`src/rtl/dma_arb_pkg.sv`:
```
package dma_arb_pkg;

    // Fixed ranking tables are eight entries long; channel count must not exceed this.
    localparam int MAX_CH = 8;

    localparam int CTL_EN_BIT   = 0;
    localparam int CTL_AERR_BIT = 2;
    localparam int CTL_HALT_BIT = 3;
    localparam int CTL_MODE_LSB = 8;
    localparam int PEND_TOP_BIT = 15;

    typedef enum logic [1:0] {
        PRIO_LINEAR = 2'd0,
        PRIO_MIX_A  = 2'd1,
        PRIO_MIX_B  = 2'd2,
        PRIO_ROTATE = 2'd3
    } prio_mode_e;

    typedef struct packed {
        prio_mode_e mode;
        logic       halt;
        logic       aerr;
        logic       en;
    } gctl_t;

    // Entry k of the ranking for a fixed mode; entry 0 is the highest rank.
    // Packed with entry 0 in the least significant three bits.
    function automatic logic [2:0] rank_entry(prio_mode_e m, int k);
        logic [23:0] tbl;
        case (m)
            PRIO_MIX_A: tbl = {3'd5, 3'd7, 3'd6, 3'd4, 3'd1, 3'd3, 3'd2, 3'd0};
            PRIO_MIX_B: tbl = {3'd7, 3'd5, 3'd4, 3'd6, 3'd3, 3'd1, 3'd0, 3'd2};
            default:    tbl = {3'd7, 3'd6, 3'd5, 3'd4, 3'd3, 3'd2, 3'd1, 3'd0};
        endcase
        return tbl[3*k +: 3];
    endfunction

    // Build the readable control word from the held state.
    function automatic logic [31:0] pack_ctl(gctl_t c);
        logic [31:0] w;
        w = '0;
        w[CTL_EN_BIT]            = c.en;
        w[CTL_AERR_BIT]          = c.aerr;
        w[CTL_HALT_BIT]          = c.halt;
        w[CTL_MODE_LSB +: 2]     = c.mode;
        return w;
    endfunction

endpackage

```
`src/rtl/dma_arb_ctl.sv`:
```
module dma_arb_ctl
    import dma_arb_pkg::*;
#(
    parameter int NCH     = 6,
    parameter int AW      = 8,
    parameter int DW      = 32,
    parameter int CTL_OFS = 'hFC
) (
    input  logic          clk,
    input  logic          rst,
    input  logic          wr_en,
    input  logic [AW-1:0] wr_addr,
    input  logic [DW-1:0] wr_data,
    input  logic [NCH-1:0] halt_evt,
    input  logic [NCH-1:0] aerr_evt,
    output gctl_t         ctl_q,
    output gctl_t         ctl_nxt
);

    localparam logic [AW-1:0] CTL_ADDR = AW'(CTL_OFS);

    logic hit;
    logic unused_wdata;

    assign unused_wdata = ^wr_data;
    assign hit = wr_en && (wr_addr == CTL_ADDR);

    always_comb begin
        ctl_nxt = ctl_q;
        if (hit) begin
            ctl_nxt.en   = wr_data[CTL_EN_BIT];
            ctl_nxt.mode = prio_mode_e'(wr_data[CTL_MODE_LSB +: 2]);
            if (!wr_data[CTL_HALT_BIT]) ctl_nxt.halt = 1'b0;
            if (!wr_data[CTL_AERR_BIT]) ctl_nxt.aerr = 1'b0;
        end
        // hardware events win over a clearing write in the same cycle
        if (|halt_evt) ctl_nxt.halt = 1'b1;
        if (|aerr_evt) ctl_nxt.aerr = 1'b1;
    end

    always_ff @(posedge clk) begin
        if (rst) begin
            ctl_q <= '{mode: PRIO_LINEAR, halt: 1'b0, aerr: 1'b0, en: 1'b0};
        end else begin
            ctl_q <= ctl_nxt;
        end
    end

endmodule

```
`src/rtl/dma_arb_pend.sv`:
```
module dma_arb_pend
    import dma_arb_pkg::*;
#(
    parameter int NCH = 6,
    parameter int DW  = 32
) (
    input  logic [NCH-1:0] irq,
    output logic [DW-1:0]  pend_word
);

    always_comb begin
        pend_word = '0;
        for (int n = 0; n < NCH; n++) begin
            pend_word[PEND_TOP_BIT - n] = irq[n];
        end
    end

endmodule

```
`src/rtl/dma_arb_pick.sv`:
```
module dma_arb_pick
    import dma_arb_pkg::*;
#(
    parameter int NCH = 6,
    localparam int IDX_W = (NCH > 1) ? $clog2(NCH) : 1
) (
    input  logic [NCH-1:0]   req,
    input  prio_mode_e       mode,
    input  logic [IDX_W-1:0] last,
    output logic             pick_any,
    output logic [IDX_W-1:0] pick_idx,
    output logic [NCH-1:0]   pick_vec
);

    logic             fx_hit, rr_hit;
    logic [IDX_W-1:0] fx_idx, rr_idx;

    // fixed ranking: walk the table, skipping entries for absent channels
    always_comb begin
        fx_hit = 1'b0;
        fx_idx = '0;
        for (int k = 0; k < MAX_CH; k++) begin
            logic [2:0] e;
            e = rank_entry(mode, k);
            if (!fx_hit && (int'(e) < NCH)) begin
                if (req[e]) begin
                    fx_hit = 1'b1;
                    fx_idx = IDX_W'(e);
                end
            end
        end
    end

    // rotating ranking: start one above the last winner
    always_comb begin
        rr_hit = 1'b0;
        rr_idx = '0;
        for (int k = 1; k <= NCH; k++) begin
            int c;
            c = (int'(last) + k) % NCH;
            if (!rr_hit && req[c]) begin
                rr_hit = 1'b1;
                rr_idx = IDX_W'(c);
            end
        end
    end

    always_comb begin
        if (mode == PRIO_ROTATE) begin
            pick_any = rr_hit;
            pick_idx = rr_idx;
        end else begin
            pick_any = fx_hit;
            pick_idx = fx_idx;
        end
        pick_vec = pick_any ? (NCH'(1) << pick_idx) : '0;
    end

endmodule

```
`src/rtl/dma_arb_grant.sv`:
```
module dma_arb_grant #(
    parameter int NCH = 6,
    localparam int IDX_W = (NCH > 1) ? $clog2(NCH) : 1
) (
    input  logic             clk,
    input  logic             rst,
    input  logic             allow,
    input  logic             pick_any,
    input  logic [IDX_W-1:0] pick_idx,
    input  logic [NCH-1:0]   pick_vec,
    output logic [NCH-1:0]   grant_q,
    output logic [IDX_W-1:0] last_q
);

    always_ff @(posedge clk) begin
        if (rst) begin
            grant_q <= '0;
            last_q  <= IDX_W'(NCH - 1);
        end else if (allow && pick_any) begin
            grant_q <= pick_vec;
            last_q  <= pick_idx;
        end else begin
            grant_q <= '0;
        end
    end

endmodule

```
`src/rtl/dma_prio_arb.sv`:
```
module dma_prio_arb
    import dma_arb_pkg::*;
#(
    parameter int NCH      = 6,
    parameter int AW       = 8,
    parameter int DW       = 32,
    parameter int CTL_OFS  = 'hFC,
    parameter int PEND_OFS = 'hF8
) (
    input  logic           clk,
    input  logic           rst,
    input  logic [NCH-1:0] ch_req,
    input  logic [NCH-1:0] ch_irq,
    input  logic [NCH-1:0] ch_halt,
    input  logic [NCH-1:0] ch_aerr,
    input  logic           reg_we,
    input  logic [AW-1:0]  reg_addr,
    input  logic [DW-1:0]  reg_wdata,
    output logic [DW-1:0]  reg_rdata,
    output logic [NCH-1:0] grant,
    output logic           gbl_en
);

    localparam int IDX_W = (NCH > 1) ? $clog2(NCH) : 1;
    localparam logic [AW-1:0] CTL_ADDR  = AW'(CTL_OFS);
    localparam logic [AW-1:0] PEND_ADDR = AW'(PEND_OFS);

    gctl_t            ctl_q, ctl_nxt;
    logic [DW-1:0]    pend_word;
    logic             pick_any;
    logic [IDX_W-1:0] pick_idx, last_q;
    logic [NCH-1:0]   pick_vec;
    logic             allow;
    logic             halt_flag, aerr_flag;
    logic [31:0]      ctl_word;

    dma_arb_ctl #(.NCH(NCH), .AW(AW), .DW(DW), .CTL_OFS(CTL_OFS)) u_ctl (
        .clk      (clk),
        .rst      (rst),
        .wr_en    (reg_we),
        .wr_addr  (reg_addr),
        .wr_data  (reg_wdata),
        .halt_evt (ch_halt),
        .aerr_evt (ch_aerr),
        .ctl_q    (ctl_q),
        .ctl_nxt  (ctl_nxt)
    );

    dma_arb_pend #(.NCH(NCH), .DW(DW)) u_pend (
        .irq       (ch_irq),
        .pend_word (pend_word)
    );

    dma_arb_pick #(.NCH(NCH)) u_pick (
        .req      (ch_req),
        .mode     (ctl_q.mode),
        .last     (last_q),
        .pick_any (pick_any),
        .pick_idx (pick_idx),
        .pick_vec (pick_vec)
    );

    // gate on the next control state so a fresh flag blocks the very next grant
    assign allow = ctl_nxt.en && !ctl_nxt.halt && !ctl_nxt.aerr;

    dma_arb_grant #(.NCH(NCH)) u_grant (
        .clk      (clk),
        .rst      (rst),
        .allow    (allow),
        .pick_any (pick_any),
        .pick_idx (pick_idx),
        .pick_vec (pick_vec),
        .grant_q  (grant),
        .last_q   (last_q)
    );

    assign halt_flag = ctl_q.halt;
    assign aerr_flag = ctl_q.aerr;
    assign gbl_en    = ctl_q.en;
    assign ctl_word  = pack_ctl(ctl_q);

    always_comb begin
        if (reg_addr == CTL_ADDR)       reg_rdata = DW'(ctl_word);
        else if (reg_addr == PEND_ADDR) reg_rdata = pend_word;
        else                            reg_rdata = '0;
    end

endmodule

```
`config.mk`:
```
export PLATFORM = sky130hd
export DESIGN_NAME = dma_prio_arb
export DESIGN_NICKNAME = d
export VERILOG_FILES = /design/src/rtl/dma_arb_pkg.sv /design/src/rtl/dma_arb_ctl.sv /design/src/rtl/dma_arb_pend.sv /design/src/rtl/dma_arb_pick.sv /design/src/rtl/dma_arb_grant.sv /design/src/rtl/dma_prio_arb.sv
export SDC_FILE = /design/constraint.sdc
export NUM_CORES = 1
export LEC_CHECK = 0
export BUFFER_PORTS_ARGS = -buffer_cell sky130_fd_sc_hd__buf_4
export CAP_MARGIN = 5
export CORE_MARGIN = 1
export CORE_UTILIZATION = 25
export DETAILED_ROUTE_END_ITERATION = 16
export SETUP_SLACK_MARGIN = 0.4
export SYNTH_ARGS = -nofsm -noshare
export SYNTH_HDL_FRONTEND = slang
export SYNTH_HIERARCHICAL = 1
export SYNTH_SLANG_ARGS = --single-unit
```
`constraint.sdc`:
```
create_clock -name clk -period 4.8 [get_ports clk]
set_clock_uncertainty 0.2 [all_clocks]
set_input_delay 0.24 -clock clk [delete_from_list [all_inputs] [get_ports clk]]
set_output_delay 0.24 -clock clk [all_outputs]
set_load 0.005 [all_outputs]
```
==> impl_metrics.toml <==
[timing]
rsz0062_at_grt = "no"
setup_viol = 0
post-route-period-util = 0.852
fin_crit_ps = 4090
setup-tns-final_ps = 0
slew_viol_final = 0
slew_headroom = 0.344
tightest_slew_ps = 981
fmax_mhz = 245
hold_viol_final = 0
hold_ws_ps = 35.1

[finish]
syn_to_final_growth_pct = 15.7
nFillCells = 1157
most-common-layout-cells = "buf_4, inv_1, conb_1"
regArea_um2 = 280
num-nets-final = 497
antenna_cells = 0
drive_gt1_frac = 0.278
layout_commonest_cell = "buf_4"
multi_input_area_um2 = 2070

[floorplan]
dieArea_um2 = 11500
die_x_um = 107
rows = 38
die_y_um = 107
io_pins = 106
initial_core_util = 0.256
fp.coreArea_um2 = 10800

[global_routing]
antenna_found_initial = 0
grt_pass1_wl_mm = 9.88
grt_pass1_vias = 2110
track_usage = 0.105
overflow = 0
grt_start_max_net_pins = 28

[drt]
via_per_inst = 4.72
drc = 0
drt.antenna.violating_nets = 0
drt_pass1_iterations = 5
vias = 2597
routedWlPerCell_um = 11.8
wirelength_mm = 6.49
first_iter_violations = 124

[cts]
ctsRootBufferMaster = "clkbuf_8"
tritoncts = "done"
cts_resized = 0
holdBufCountCts = 0
clock-sinks = 14
cts_setup_buffers = 0
cts_made_buffers = 3
clk_pin_slew_ps = 60
htree_levels = 1
clock_path_buffers = 2
insertion_delay_ps = 240

[placement]
numPortBuffers = 57
globalplace.congestion = 0.862
dpl.hpwl_mm = 5.32

[flow_run]
maxCapViolCount = 0

[synthesis]
synth_area_per_cell_um2 = 7.60
syn-cell-area_um2 = 2780
synthCells = 366
ys_warn_count = 6

[setup_path]
crit_path_start_kind = "flop"
cp_max_fo = 8
crit_type = "reg2reg"
worstPathArrival_ps = 4020
crit_required_ps = 4740
setup.worst_path.end_class = "flop"

[power]
ir_drop_mv = 0.0528
power.density_nw_per_um2 = 95.1
p_leak_uw = 0.00130

[status]
outcome = "complete, no violations"

[min_path]
min_path_type = "in2reg"
## where the power goes
part / switching, uW / total (uW) / internal [uW] / leakage [uW]
Combinational: 49.3 / 94.1 / 44.8 / 0.00117
Clock: 38.4 / 93.8 / 55.4 / 0.0000216
Sequential: 0.593 / 118 / 117 / 0.000114
## path summary, 6_finish.rpt
path | from | to | slack (ps) | cells past startpoint
worst min-delay path | rst | u_ctl/ctl_q[1] | 40 | 2
worst min register to register | u_ctl/ctl_q[0] | u_ctl/ctl_q[0] | 310 | 2
worst max register to register | u_grant/last_q[1] | u_grant/last_q[2] | 710 | 14
worst max-delay path | u_grant/last_q[1] | u_grant/last_q[2] | 710 | 14
## metal layers
layer | wire length, um | up-vias | track usage | part of all wire
li1 | - | 1329 | - | -
met2 | 3090 | 108 | 0.189 | 0.48
met5 | 0 | - | 0 | 0
met3 | 459 | 9 | 0.0115 | 0.071
met4 | 119 | 0 | 0.0382 | 0.018
met1 | 2820 | 1151 | 0.126 | 0.43
## metrics by stage
stage	instances	power (uW)	instance area [um^2]	setup slack (ps)	util
6_report	550	306	3220	711	0.297
2_1_floorplan	391	195	2870	509	-
3_3_place_gp	547	212	3170	796	0.293
4_1_cts	550	309	3220	745	0.297
3_5_place_dp	547	214	3170	765	0.293
5_1_grt	550	324	3220	428	0.297
## critical path: stages, from the launching register on
cell	delay [ps]
dfxtp_1	340
inv_1	90
ha_1	250
xnor2_2	340
ha_1	300
nor2b_1	200
a211o_1	170
a21boi_0	150
or3_4	410
or4_1	600
a211o_1	300
nand2_1	110
a31oi_1	100
and3_1	170
a211o_1	250
## area by class of cell
cell class                 instances  share of cell area
multi-input combinational        284               0.642
timing repair buffer              65               0.152
sequential                        14              0.0872
tap                              140              0.0545
inverter                          44              0.0514
clock buffer                       3              0.0128
## flip-flops by register name, indices dropped and copies added (netlist names)
register         count
u_ctl/ctl_q          5
u_grant/grant_q      6
u_grant/last_q       3
Note: power is estimated with default switching activity, not from simulation.
